$ cat config.mk
export PLATFORM = sky130hd
export DESIGN_NAME = corr_accum_status
export DESIGN_NICKNAME = d
export VERILOG_FILES = /design/src/rtl/corr_stat_pkg.sv /design/src/rtl/corr_pin_sync.sv /design/src/rtl/corr_chan_track.sv /design/src/rtl/corr_event_flags.sv /design/src/rtl/corr_accum_status.sv
export SDC_FILE = /design/constraint.sdc
export NUM_CORES = 1
export LEC_CHECK = 0
export ABC_AREA = 1
export BUFFER_PORTS_ARGS = -buffer_cell sky130_fd_sc_hd__buf_2
export CORE_ASPECT_RATIO = 0.8
export CORE_MARGIN = 2
export CORE_UTILIZATION = 55
export CTS_CLUSTER_DIAMETER = 150
export CTS_CLUSTER_SIZE = 28
export DETAILED_ROUTE_END_ITERATION = 12
export MAX_ROUTING_LAYER = met4
export PLACE_DENSITY = 0.86
export SLEW_MARGIN = 20
export SYNTH_ARGS = -nofsm -noshare
export SYNTH_HDL_FRONTEND = slang
export SYNTH_SLANG_ARGS = --single-unit
$ cat constraint.sdc
create_clock -name clk -period 3.25 [get_ports clk]
set_input_delay 0.1625 -clock clk [delete_from_list [all_inputs] [get_ports clk]]
set_output_delay 0.1625 -clock clk [all_outputs]
set_load 0.005 [all_outputs]
$ cat src/rtl/corr_stat_pkg.sv
package corr_stat_pkg;

    typedef struct packed {
        logic unread;
        logic missed;
        logic vis;
    } chan_state_t;

    typedef struct packed {
        logic tick_flag;
        logic meas_flag;
        logic armed;
    } flag_state_t;

endpackage

$ cat src/rtl/corr_pin_sync.sv
module corr_pin_sync #(
    parameter int STAGES = 2
) (
    input  logic clk,
    input  logic pin_in,
    output logic pin_o
);
    logic [STAGES-1:0] sync_d;
    logic [STAGES-1:0] sync_q;

    generate
        if (STAGES == 1) begin : g_one
            always_comb sync_d = pin_in;
        end else begin : g_many
            always_comb sync_d = {sync_q[STAGES-2:0], pin_in};
        end
    endgenerate

    // No reset: the pin level is never cleared by either reset.
    always_ff @(posedge clk) begin
        sync_q <= sync_d;
    end

    assign pin_o = sync_q[STAGES-1];
endmodule

$ cat src/rtl/corr_chan_track.sv
module corr_chan_track
    import corr_stat_pkg::*;
(
    input  logic clk,
    input  logic hw_rst_n,
    input  logic sw_rst,
    input  logic dump,
    input  logic rd,
    input  logic clr,
    input  logic en,
    input  logic sample,
    output logic vis_o
);
    chan_state_t st_d;
    chan_state_t st_q;
    logic        miss_ev;

    always_comb begin
        st_d    = st_q;
        miss_ev = dump && st_q.unread && !rd;
        if (!en || sw_rst) begin
            st_d = '0;
        end else begin
            st_d.unread = dump || (st_q.unread && !rd);
            st_d.missed = miss_ev || (st_q.missed && !clr);
            if (sample) begin
                st_d.vis = st_q.missed;
            end
        end
    end

    always_ff @(posedge clk or negedge hw_rst_n) begin
        if (!hw_rst_n) begin
            st_q <= '0;
        end else begin
            st_q <= st_d;
        end
    end

    // Disabling clears the visible bit without waiting for a clock edge.
    assign vis_o = st_q.vis && en;
endmodule

$ cat src/rtl/corr_event_flags.sv
module corr_event_flags
    import corr_stat_pkg::*;
#(
    parameter int PW   = 24,
    parameter int LEAD = 50
) (
    input  logic          clk,
    input  logic          hw_rst_n,
    input  logic          tick,
    input  logic [PW-1:0] tick_period,
    input  logic          irq_en,
    input  logic          stat_rd,
    output logic          tick_flag_o,
    output logic          meas_flag_o
);
    localparam logic [PW-1:0] LEAD_W = PW'(LEAD);
    localparam logic [PW-1:0] ONE_W  = PW'(1);

    flag_state_t   fl_d;
    flag_state_t   fl_q;
    logic [PW-1:0] cnt_d;
    logic [PW-1:0] cnt_q;
    logic          early;
    logic          meas_set;

    always_comb begin
        fl_d     = fl_q;
        cnt_d    = cnt_q;
        early    = fl_q.armed && (cnt_q == ONE_W);
        meas_set = irq_en && (tick || early);

        if (tick) begin
            if (tick_period > LEAD_W) begin
                fl_d.armed = 1'b1;
                cnt_d      = tick_period - LEAD_W;
            end else begin
                fl_d.armed = 1'b0;
                cnt_d      = '0;
            end
        end else if (fl_q.armed) begin
            cnt_d = cnt_q - ONE_W;
            if (early) begin
                fl_d.armed = 1'b0;
            end
        end

        // Set wins over clear-on-read.
        fl_d.tick_flag = tick || (fl_q.tick_flag && !stat_rd);
        fl_d.meas_flag = meas_set || (fl_q.meas_flag && !stat_rd);
    end

    always_ff @(posedge clk or negedge hw_rst_n) begin
        if (!hw_rst_n) begin
            fl_q  <= '0;
            cnt_q <= '0;
        end else begin
            fl_q  <= fl_d;
            cnt_q <= cnt_d;
        end
    end

    assign tick_flag_o = fl_q.tick_flag;
    assign meas_flag_o = fl_q.meas_flag;
endmodule

$ cat src/rtl/corr_accum_status.sv
module corr_accum_status #(
    parameter int NCH         = 12,
    parameter int PW          = 24,
    parameter int LEAD        = 50,
    parameter int SYNC_STAGES = 2,
    localparam int SW         = NCH + 3
) (
    input  logic           clk,
    input  logic           hw_rst_n,
    input  logic           sw_rst,
    input  logic [NCH-1:0] ch_dump,
    input  logic [NCH-1:0] ch_read,
    input  logic [NCH-1:0] ch_clr,
    input  logic [NCH-1:0] ch_en,
    input  logic           tick,
    input  logic [PW-1:0]  tick_period,
    input  logic           irq_en,
    input  logic           accum_irq,
    input  logic           stat_wr,
    input  logic           stat_rd,
    input  logic           pin_in,
    output logic [SW-1:0]  status_o
);
    localparam int MEAS_BIT = NCH;
    localparam int TICK_BIT = NCH + 1;
    localparam int PIN_BIT  = NCH + 2;

    logic           acc_prev_d;
    logic           acc_prev_q;
    logic           sample;
    logic [NCH-1:0] vis;
    logic           tick_flag;
    logic           meas_flag;
    logic           pin_s;

    always_comb begin
        acc_prev_d = accum_irq;
        sample     = stat_wr || (accum_irq && !acc_prev_q);
    end

    always_ff @(posedge clk or negedge hw_rst_n) begin
        if (!hw_rst_n) begin
            acc_prev_q <= 1'b0;
        end else begin
            acc_prev_q <= acc_prev_d;
        end
    end

    generate
        for (genvar i = 0; i < NCH; i++) begin : g_chan
            corr_chan_track u_chan (
                .clk      (clk),
                .hw_rst_n (hw_rst_n),
                .sw_rst   (sw_rst),
                .dump     (ch_dump[i]),
                .rd       (ch_read[i]),
                .clr      (ch_clr[i]),
                .en       (ch_en[i]),
                .sample   (sample),
                .vis_o    (vis[i])
            );
        end
    endgenerate

    corr_event_flags #(
        .PW   (PW),
        .LEAD (LEAD)
    ) u_flags (
        .clk         (clk),
        .hw_rst_n    (hw_rst_n),
        .tick        (tick),
        .tick_period (tick_period),
        .irq_en      (irq_en),
        .stat_rd     (stat_rd),
        .tick_flag_o (tick_flag),
        .meas_flag_o (meas_flag)
    );

    corr_pin_sync #(
        .STAGES (SYNC_STAGES)
    ) u_sync (
        .clk    (clk),
        .pin_in (pin_in),
        .pin_o  (pin_s)
    );

    always_comb begin
        status_o            = '0;
        status_o[NCH-1:0]   = vis;
        status_o[MEAS_BIT]  = meas_flag;
        status_o[TICK_BIT]  = tick_flag;
        status_o[PIN_BIT]   = pin_s;
    end
endmodule

==> results of run 1 <==
final timing paths:
| path | startpoint | to | slack (ns) | cells past startpoint |
|---|---|---|---|---|
| worst max-delay path | u_flags.cnt_q[0] | u_flags.cnt_q[18] | 1.26 | 11 |
| worst min-delay path | stat_rd | u_flags.meas_flag_o | 0.03 | 2 |
| worst max register to register | u_flags.cnt_q[0] | u_flags.cnt_q[18] | 1.26 | 11 |
| worst min register to register | u_sync.sync_q[0] | u_sync.sync_q[1] | 0.33 | 0 |
| max in group asynchronous | hw_rst_n | g_chan[5].u_chan.st_q[0] | 2.19 | 3 |
| min in group asynchronous | hw_rst_n | u_flags.fl_q[0] | 0.38 | 2 |
layout make-up:
cell class / count / area [um^2] / area share [%]
inverter: 110 / 413 / 8.14
multi-input combinational: 464 / 2130 / 42.0
timing repair buffer: 102 / 538 / 10.6
clock buffer: 11 / 141 / 2.79
sequential: 66 / 1640 / 32.4
tap: 105 / 131 / 2.59
clock inverter: 4 / 76.3 / 1.50
Yosys cell counts, drive strengths merged:
library cell  instances
nor3                 12
clkbuf                7
a31oi                 4
o22a                  2
o21ai                23
dfrtp                64
nor2                121
o22ai                 2
ha                    3
nand2               180
nand3                53
and2                  2
a21oi                35
dfxtp                 2
inv                 109
nand4                 8
clkinv                1
a22oi                 5
xnor2                 2
buf                  17
xor2                 10
nand3b                2
power groups by stage:
stage | clock (uW) | sequential (uW) | combinational (uW)
finish | 766 | 937 | 423
global route | 819 | 943 | 481
CTS | 779 | 934 | 418
detailed placement | 0 | 949 | 412
global placement | 0 | 946 | 395
floorplan | 0 | 933 | 273
state kept, by name, indices dropped and copies added (netlist names):
register and flops:
u_flags.tick_flag_o 1, u_flags.cnt_q 24, u_flags.fl_q 1, u_sync.sync_q 2, u_flags.meas_flag_o 1, g_chan.u_chan.st_q 36
acc_prev_q 1
cell families (layout without fill, tap and decap cells):
logic type	after synthesis	in the layout	share of synthesized area, %
simple gates	378	378	36.1
fa+ha+maj	3	3	0.865
flops	66	66	37.8
compound gates	71	71	9.75
xor+xnor	12	12	2.42
buf+inv	134	227	13.1
stage by stage:
stage          instance area [um^2]  power (uW)  std cells  utilization [%]  worst slack (ns)
2_1_floorplan                  4340        1210        664                -              1.66
3_3_place_gp                   4820        1340        844             64.0              1.46
3_5_place_dp                   4820        1360        844             64.0              1.37
4_1_cts                        5060        2130        861             67.2              1.29
5_1_grt                        5070        2240        862             67.3              1.03
6_report                       5070        2130        862             67.3              1.26
layer usage:
layer  up-vias  wire length, um
met3        31              813
met2       194             5270
met1      2076             4860
met4         0              259
li1       2226                -
met5         -                0
worst max-delay path, stage by stage, from the launching register on:
cell     delay, ns
dfrtp_1       0.40
inv_1         0.16
ha_1          0.23
nand2_1       0.13
nor2_1        0.29
nand2_1       0.15
inv_1         0.12
nand3_1       0.07
nand3_1       0.08
nand2_1       0.06
nor2_1        0.12
nor2_1        0.05
timing repair:
action / 4_1_cts / 5_1_grt
hold buffers: 2 / 1
hold endpoints to repair: 2 / 49
gates resized for setup: 0 / 0
==> metrics.txt, run 1 <==
status finished, final reports clean; core area between 7000 and 8000 um^2; ANT nets after route 0; Gate power share around a fifth; starting density of the core between 50% and 60%; YS warnings 0; GRT overflow 0; Clk pwr share between 30% and 40%; Tightest Hold Check Type in -> reg; Die H between 80 and 90 um; Syn Area/Cell about 6.5 um^2; largest fanout on the critical path 5; Fill cells ~670; Fmax about 500 MHz; Die Area 8620 um^2; max cap viols 0; sequential share of the synthesized area around 38%; Cell Area, Synth 4340 um^2; Site Rows 28; DRC viols 0; top-area cell type share of the netlist area about 37%; final hold vios 0; Post-Syn Instances about 660; Sequential Power Share 44.1%; busiest grt layer met2; DP HPWL approximately 8.5 mm; Yosys reg bits 66; post-CTS setup buffer count 0; Clock Root Buffer clkbuf_8; Via density 5.25; Final setup viols 0; synthesis-to-finish area growth 16.9%; largest area contributor in the netlist dfrtp_1; type of origin of the critical path flip-flop; Period Utilization, post-route 61.3%; number of global-route vias before repair around 4300; GRT met2 Usage 44.1%; # IOs 96; Die Wd between 100 and 150 um; Slew @ Worst Pin 0.640 ns; number of I/O port buffers 95; ranking of synthesized cells by area dfrtp_1 (37%), nand2_1 (15%), nor2_1 (10%); fin crit period 1.99 ns; RSZ-0062 raised after global routing false; H-tree depth 3; M1 GR Usage approximately 37%; clock transition at the registers of the reported paths about 0.080 ns; Critical Path AT 2.22 ns; final-stage net count between 800 and 900; clk_lat worst skew ~0.34 ns; worst vdd ir between 0.0003 and 0.0004 V; Distinct cells, synth 29; share of cells above drive strength 1 around 17%; Syn Nets around 750; drt total wl 11.2 mm; internal power 1480 uW; clock skew ~0.012 ns; Leakage ~0.0029 uW; Fin Hold WS approximately 0.033 ns; largest net degree at the start of global routing 51; Routed WL per cell about 13 um; Iter 0 DRT Violations roughly 360; clk buf depth 2; Pre-Repair DR Iteration Count 5; fin. max-slew vios 0; antenna fix cells 0; CP Data Required Time approximately 3.5 ns; Slew headroom a little under three fifths; RD Place Congestion roughly 0.99; Power Dens Cells 419 nW/um^2; most common cell after layout, fill and taps aside nand2_1; met3 Track Usage GR between 5 and 6%; GRT Util Overall between 20% and 30%; TritonCTS clock tree yes; Psw around 640 uW; Setup crit end kind flip-flop; TritonCTS Sinks 66; Sw Ratio between 30% and 40%; first-pass GRT wire length roughly 19 mm; setup TNS 0 ns; crit path kind reg -> reg; most frequent cells in the layout nand2_1 (176), nor2_1 (120), inv_1 (107); initial antenna violation count 0; DR vias approximately 4500; cts bufs inserted 9
Power figures use the tool's default switching activity.
==> inputs of run 2 (changes only) <==
--- a/config.mk
+++ b/config.mk
@@ -5,16 +5,16 @@
 export SDC_FILE = /design/constraint.sdc
 export NUM_CORES = 1
 export LEC_CHECK = 0
-export ABC_AREA = 1
+export ABC_AREA = 0
 export BUFFER_PORTS_ARGS = -buffer_cell sky130_fd_sc_hd__buf_2
 export CORE_ASPECT_RATIO = 0.8
 export CORE_MARGIN = 2
-export CORE_UTILIZATION = 55
+export CORE_UTILIZATION = 53
 export CTS_CLUSTER_DIAMETER = 150
 export CTS_CLUSTER_SIZE = 28
 export DETAILED_ROUTE_END_ITERATION = 12
 export MAX_ROUTING_LAYER = met4
-export PLACE_DENSITY = 0.86
+export PLACE_DENSITY = 0.85
 export SLEW_MARGIN = 20
 export SYNTH_ARGS = -nofsm -noshare
 export SYNTH_HDL_FRONTEND = slang
==> constraint.sdc (replaced) <==
create_clock -name clk -period 1.9 [get_ports clk]
set_input_delay 0.095 -clock clk [delete_from_list [all_inputs] [get_ports clk]]
set_output_delay 0.095 -clock clk [all_outputs]
set_load 0.005 [all_outputs]
==> run 2 against run 1 <==
The flow now finishes with violations (negative setup slack). Flip-flop and latch count unchanged. Global-route usage is 2.8 points lower. Sequential share of layout area is 2.0 points higher. First-iteration DRC count shrank 50%. Synthesized area shrank 16%. Clock power is 49% higher. Critical path type unchanged. Largest power group unchanged. Via count is 29% lower. Non-clock buffer count up 49.
==> metrics.txt, run 2 <==
status finished with violations; violated checks negative setup slack; Setup crit end kind flip-flop; TritonCTS Sinks 66 (unchanged); type of origin of the critical path flip-flop; ANT nets after route 0 (unchanged); synth cell count leaders dfrtp_1 (64), nor2_1 (59), xnor2_1 (32); worst vdd ir 0.000487 V (+56%); synthesis-to-finish area growth 31.1%; YS warnings 0 (unchanged); clock skew 0.00929 ns (-0.00289 ns); CP Data Required Time 2.08 ns (-1.40 ns); hold path start ch_dump[9]; final-stage net count 600 (-28%); final hold vios 0 (unchanged); clk_lat worst skew 0.34 ns (about the same); most common cell in the netlist dfrtp_1; Fill cells 483 (-28%); sequential share of the synthesized area 45.1% (+7.2 points); antenna fix cells 0 (unchanged); DRC viols 0 (unchanged); FF-to-FF End u_flags.cnt_q[21]; Final setup viols 5 (+5); H-tree depth 3 (unchanged); TritonCTS clock tree yes; Most used DFF post-synth dfrtp_1; Syn Area/Cell 9.58 um^2 (+47%); fin crit period 1.96 ns (-0.0348 ns); share of cells above drive strength 1 33.8% (+17 points); number of global-route vias before repair 3283 (-23%); Final Worst Setup Slack -0.0559 ns (-1.32 ns); max cap viols 0 (unchanged); Slew headroom 55.7% (-1.7 points); crit path kind reg -> reg; Top reg by flops g_chan.u_chan.st_q; first-pass GRT wire length 15.2 mm (-19%); Post-Syn Instances 380 (-43%); Pre-Repair DR Iteration Count 4 (-1); Yosys reg bits 66 (unchanged); initial antenna violation count 0 (unchanged); drt total wl 9.15 mm (-18%); largest area contributor in the netlist dfrtp_1; Syn Nets 464 (-38%); WHS Endpoint g_chan[9].u_chan.st_q[2]; Slew @ Worst Pin 0.665 ns (+0.0248 ns); Iter 0 DRT Violations 181 (-50%); DR vias 3232 (-29%); Critical Path AT 2.14 ns (-0.08 ns); dpl cell area 4340 um^2 (-9.9%); clk buf depth 2 (unchanged); Distinct cells, synth 41 (+41%); Hold Crit Depth 3 (+1); most frequent cells in the layout buf_2 (95), dfrtp_1 (64), nor2_1 (59); Critical R2R Launch u_flags.cnt_q[13]; # IOs 96 (unchanged); Fin Hold WS 0.0180 ns (-0.0145 ns); Site Rows 26 (-7.1%); Power Dens Cells 691 nW/um^2 (+65%); core area 6510 um^2 (-14%); top-area cell type share of the netlist area 44.0% (+7.1 points); DP HPWL 6.66 mm (-22%); r2r setup slk -0.06 ns (-1.32 ns); Via density 5.34 (+1.7%); clock transition at the registers of the reported paths 0.07 ns (about the same); Cell Area, Synth 3640 um^2 (-16%); Fmax 511 MHz (+1.8%); FFs w/ async S/R, synth 97.0% (unchanged); design area 4770 um^2 (-5.9%); GRT Util Overall 25.7% (-2.8 points); fin. max-slew vios 0 (unchanged); Die Area 7560 um^2 (-12%); ranking of synthesized cells by area dfrtp_1 (44%), xnor2_1 (7.7%), nor2_1 (6.1%); most common cell after layout, fill and taps aside buf_2; Tightest Hold Check Type in -> reg; Die H 78.1 um (-6.4%); R2R depth 5 (-6); Period Utilization, post-route 103% (+42 points); starting density of the core 56.0% (-1.6 points); Tot Pwr 3300 uW (+55%); largest fanout on the critical path 4 (-1); Clock Root Buffer clkbuf_8; Routed WL per cell 15.1 um (+16%); max FFs per register 36 (unchanged); number of I/O port buffers 95 (unchanged); EDFF count, synth 0 (unchanged); Die Wd 96.7 um (-6.4%); cts bufs inserted 9 (unchanged); RSZ-0062 raised after global routing true; RD Place Congestion 0.926 (-6.1%); largest net degree at the start of global routing 37 (-27%); Largest regs g_chan.u_chan.st_q (36), u_flags.cnt_q (24), u_sync.sync_q (2); Leakage 0.00218 uW (-24%); GRT overflow 0 (unchanged)
==> run 2: cell types whose count changed in the layout (fill, tap and decap cells not counted), moves of 18 or more <==
| cell | change |
|---|---|
| inv_1 | -101 |
| nand2_1 | -167 |
| buf_4 | +38 |
| nor2b_1 | +24 |
| nand3_1 | -50 |
| xnor2_1 | +30 |
| nor2_1 | -61 |
| a21oi_1 | -20 |
| o21ai_0 | -18 |
==> run 2: kinds of logic (layout without fill, tap and decap cells) <==
| group | count (synthesis) | in the layout | synth area share [%] |
|---|---|---|---|
| fa+ha+maj | 3 | 3 | 1.03 |
| compound gates | 52 | 52 | 9.41 |
| simple gates | 170 | 171 | 24.7 |
| buf+inv | 33 | 173 | 5.81 |
| mux | 13 | 13 | 3.61 |
| flops | 66 | 66 | 45.1 |
| xor+xnor | 43 | 43 | 10.3 |
==> run 2: final cells by class <==
type	count	area, um^2	share of cell area, %
well taps	84	105	2.20
multi-input cells	282	1880	39.4
inverters	6	22.5	0.472
repair buffers	151	931	19.5
flip-flops and latches	66	1640	34.4
clock inverters	7	70.1	1.47
clock buffers	9	124	2.60
==> run 2: routing by layer <==
metal  part of all wire, %  routed length (um)  GRT usage (%)
met1                    42                3830           30.7
met2                    51                4640           43.3
met3                   5.2                 479           6.50
met4                   2.1                 195           8.03
met5                     0                   0              -
==> run 2: worst max-delay path by stage <==
stage	startpoint	to	depth (start not counted)
floorplan	tick_period[12]	u_flags.cnt_q[5]	8
global placement	tick_period[12]	u_flags.cnt_q[20]	7
detailed placement	tick_period[12]	u_flags.cnt_q[22]	7
CTS	u_flags.cnt_q[16]	u_flags.cnt_q[22]	6
global route	u_flags.cnt_q[13]	u_flags.meas_flag_o	6
finish	u_flags.cnt_q[13]	u_flags.cnt_q[21]	5
==> run 2: where the power goes <==
group          leakage [uW]  total, uW  internal, uW  switching [uW]
Clock             0.0000990       1140           602             540
Sequential         0.000845       1550          1480            67.0
Combinational       0.00124        605           309             296
==> run 2: what timing repair did <==
action | in CTS | in global routing
endpoints found under the setup margin | 10 | 12
pin swaps | 7 | 5
gates cloned | 0 | 1
gates resized for setup | 6 | 4
hold buffers | 11 | 0
buffers inserted | 3 | 6
endpoints found under the hold margin | 34 | 0
==> run 2: stage by stage <==
stage	setup slack [ns]	std cells	utilization, %	TNS [ns]
after floorplan	-0.189	380	-	-2.33
after global placement	-0.104	568	66.8	-1.03
after detailed placement	-0.168	568	66.8	-2.52
after CTS	-0.0875	598	72.3	-0.233
after global routing	-0.127	605	73.4	-0.723
final	-0.0559	605	73.4	-0.215
==> run 2: critical path: stages (launching register included) <==
cell and delay (ns):
dfrtp_1 0.39, or4_4 0.55, or2_2 0.39, nor4_4 0.24, xnor2_1 0.14, o22ai_1 0.10
==> inputs of run 3 (changes only) <==
--- a/config.mk
+++ b/config.mk
@@ -7,15 +7,16 @@
 export LEC_CHECK = 0
 export ABC_AREA = 0
 export BUFFER_PORTS_ARGS = -buffer_cell sky130_fd_sc_hd__buf_2
-export CORE_ASPECT_RATIO = 0.8
+export CELL_PAD_IN_SITES_DETAIL_PLACEMENT = 1
+export CELL_PAD_IN_SITES_GLOBAL_PLACEMENT = 2
+export CORE_ASPECT_RATIO = 0.75
 export CORE_MARGIN = 2
-export CORE_UTILIZATION = 53
+export CORE_UTILIZATION = 32
 export CTS_CLUSTER_DIAMETER = 150
 export CTS_CLUSTER_SIZE = 28
 export DETAILED_ROUTE_END_ITERATION = 12
 export MAX_ROUTING_LAYER = met4
 export PLACE_DENSITY = 0.85
-export SLEW_MARGIN = 20
 export SYNTH_ARGS = -nofsm -noshare
 export SYNTH_HDL_FRONTEND = slang
 export SYNTH_SLANG_ARGS = --single-unit
==> run 3 against run 2 <==
The flow still finishes with violations (negative setup slack). Via count is 4.0% lower. Worst hold slack worse by 0.0085 ns. Critical path depth stayed put. Non-clock buffer count is 9 lower. Setup slack worse by 0.024 ns. Power is 9.2% higher. Final cell count is 7.6% higher. Clock skew is 0.0035 ns lower. First-iteration DRC count is 44% lower. Wire length is 8.3% higher. Sequential power hardly changed. Flip-flop and latch count stayed put. Critical path type unchanged.
==> metrics.txt, run 3 (synthesis gave the netlist of run 2 again) <==
status finished with violations; violated checks negative setup slack; Fmax 505 MHz (-1.2%); r2r setup slk -0.08 ns (-0.02 ns); Final setup viols 3 (-2); hold path start ch_dump[4]; final hold vios 0 (unchanged); initial antenna violation count 0 (unchanged); drt total wl 9.91 mm (+8.3%); Clock Root Buffer clkbuf_16; fin crit period 1.98 ns (+0.0242 ns); CP Data Required Time 2.16 ns (+0.08 ns); Critical Path AT 2.24 ns (+0.10 ns); most common cell after layout, fill and taps aside buf_2; # IOs 96 (unchanged); TritonCTS Sinks 66 (unchanged); number of I/O port buffers 95 (unchanged); Largest regs g_chan.u_chan.st_q (36), u_flags.cnt_q (24), u_sync.sync_q (2); Hold Crit Depth 3 (unchanged); Psw 945 uW (+4.7%); cts bufs inserted 9 (unchanged); DRC viols 0 (unchanged); final-stage net count 590 (-1.7%); Place WS -0.159 ns (+0.00931 ns); Sw Ratio 26.2% (-1.1 points); Final Worst Setup Slack -0.0801 ns (-0.0242 ns); flip-flop and latch area 1640 um^2 (about the same); Pre-Repair DR Iteration Count 4 (unchanged); max FFs per register 36 (unchanged); Fill cells 1289 (+170%); fin. max-slew vios 0 (unchanged); largest net degree at the start of global routing 65 (+76%); RD Place Congestion 0.803 (-13%); clk buf depth 2 (unchanged); Tightest Hold Check Type in -> reg; Setup crit end kind flip-flop; Die Area 12300 um^2 (+62%); worst vdd ir 0.000358 V (-27%); FF-to-FF End u_flags.meas_flag_o; Sequential Power Share 43.3% (-3.7 points); Period Utilization, post-route 104% (+1.3 points); first-pass GRT wire length 16.2 mm (+6.7%); GRT overflow 0 (unchanged); area occupied by multi-input gates 1880 um^2 (-0.20%); number of global-route vias before repair 3268 (-0.46%); DR vias 3102 (-4.0%); synthesis-to-finish area growth 33.4%; GRT Util Overall 17.4% (-8.2 points); Power Dens Cells 742 nW/um^2 (+7.3%); H-tree depth 3 (unchanged); Top reg by flops g_chan.u_chan.st_q; Routed WL per cell 15.2 um (+0.65%); clk_lat worst skew 0.33 ns (about the same); R2R depth 5 (unchanged); Iter 0 DRT Violations 102 (-44%); max cap viols 0 (unchanged); Die H 96.4 um (+23%); Via density 4.76 (-11%); type of origin of the critical path flip-flop; antenna fix cells 0 (unchanged); Die Wd 127 um (+32%); ANT nets after route 0 (unchanged); Finished Layout Cells 651 (+7.6%); Fin Hold WS 0.00957 ns (-0.00847 ns); DP HPWL 7.52 mm (+13%); Slew @ Worst Pin 0.582 ns (-0.0829 ns); Critical R2R Launch u_flags.cnt_q[19]; clock transition at the registers of the reported paths 0.06 ns (about the same); dpl cells 624 (+9.9%); Tot Pwr 3600 uW (+9.2%); WHS Endpoint g_chan[4].u_chan.st_q[2]; Clk pwr share 40.3% (+5.7 points); internal power 2660 uW (+11%); Layout Utilization 44.1% (-29 points); RSZ-0062 raised after global routing true; share of cells above drive strength 1 33.7% (-0.12 points); TritonCTS clock tree yes; Gate power share 16.4% (-2.0 points); Slew headroom 60.7% (+5.0 points); Site Rows 33 (+27%); Leakage 0.00218 uW (about the same); largest fanout on the critical path 2 (-2); clock skew 0.00579 ns (-0.00350 ns); starting density of the core 33.0% (-23 points); most frequent cells in the layout buf_2 (95), dfrtp_1 (63), nor2_1 (59); core area 11000 um^2 (+69%); crit path kind reg -> reg
-- run 3: cell types whose count changed in the layout (fill, tap and decap cells not counted), sizes merged --
| cell | change |
|---|---|
| buf | -5 |
| dlygate4sd3 | -4 |
| bufinv | -1 |
| clkbuf | +1 |
| clkinv | +1 |
| clkinvlp | -1 |
| or2 | -1 |
-- run 3: cell type report --
type,count,area share (%)
multi-input combinational,281,38.6
sequential,66,33.8
timing repair buffer,142,18.1
clock buffer,10,4.71
tap,140,3.61
clock inverter,6,0.696
inverter,6,0.464
-- run 3: per-layer routing --
metal,up-vias,track usage [%],routed length [um]
li1,1531,-,-
met1,1500,22.4,4580
met2,65,28.5,4860
met3,6,4.02,390
met4,0,4.03,76
met5,-,-,0
-- run 3: power by group through the flow --
| stage | Combinational, uW | Sequential (uW) | Clock, uW |
|---|---|---|---|
| 5_1_grt | 655 | 1570 | 1570 |
| 6_report | 590 | 1560 | 1450 |
| 3_5_place_dp | 562 | 1570 | 0 |
| 2_1_floorplan | 289 | 1560 | 0 |
| 3_3_place_gp | 542 | 1570 | 0 |
| 4_1_cts | 586 | 1550 | 1510 |
-- run 3: repair_timing --
item,in CTS,in global routing
setup endpoints to repair,9,15
hold buffers,7,0
hold endpoints to repair,70,0
pin swaps,8,3
buffers inserted,2,2
resized for setup,6,6
-- run 3: how the worst max path moves through the flow --
stage / startpoint / end / depth (start not counted)
detailed placement: tick_period[12] / u_flags.cnt_q[20] / 7
global placement: tick_period[12] / u_flags.cnt_q[20] / 7
floorplan: tick_period[12] / u_flags.cnt_q[5] / 8
CTS: u_flags.cnt_q[11] / u_flags.meas_flag_o / 6
finish: u_flags.cnt_q[19] / u_flags.meas_flag_o / 5
global route: u_flags.cnt_q[19] / u_flags.meas_flag_o / 5
-- run 3: through the flow --
step / TNS (ns) / cell area [um^2]
floorplan: -2.33 / 3680
global placement: -1.42 / 4440
detailed placement: -2.30 / 4440
CTS: -0.140 / 4810
global route: -0.601 / 4860
finish: -0.163 / 4860
-- run 3: critical path, stage by stage, from the launching register on --
cell and delay [ns]:
dfrtp_1 0.39, or4_4 0.56, or4_4 0.47, nor4_4 0.18, a21o_1 0.19, a22o_1 0.13
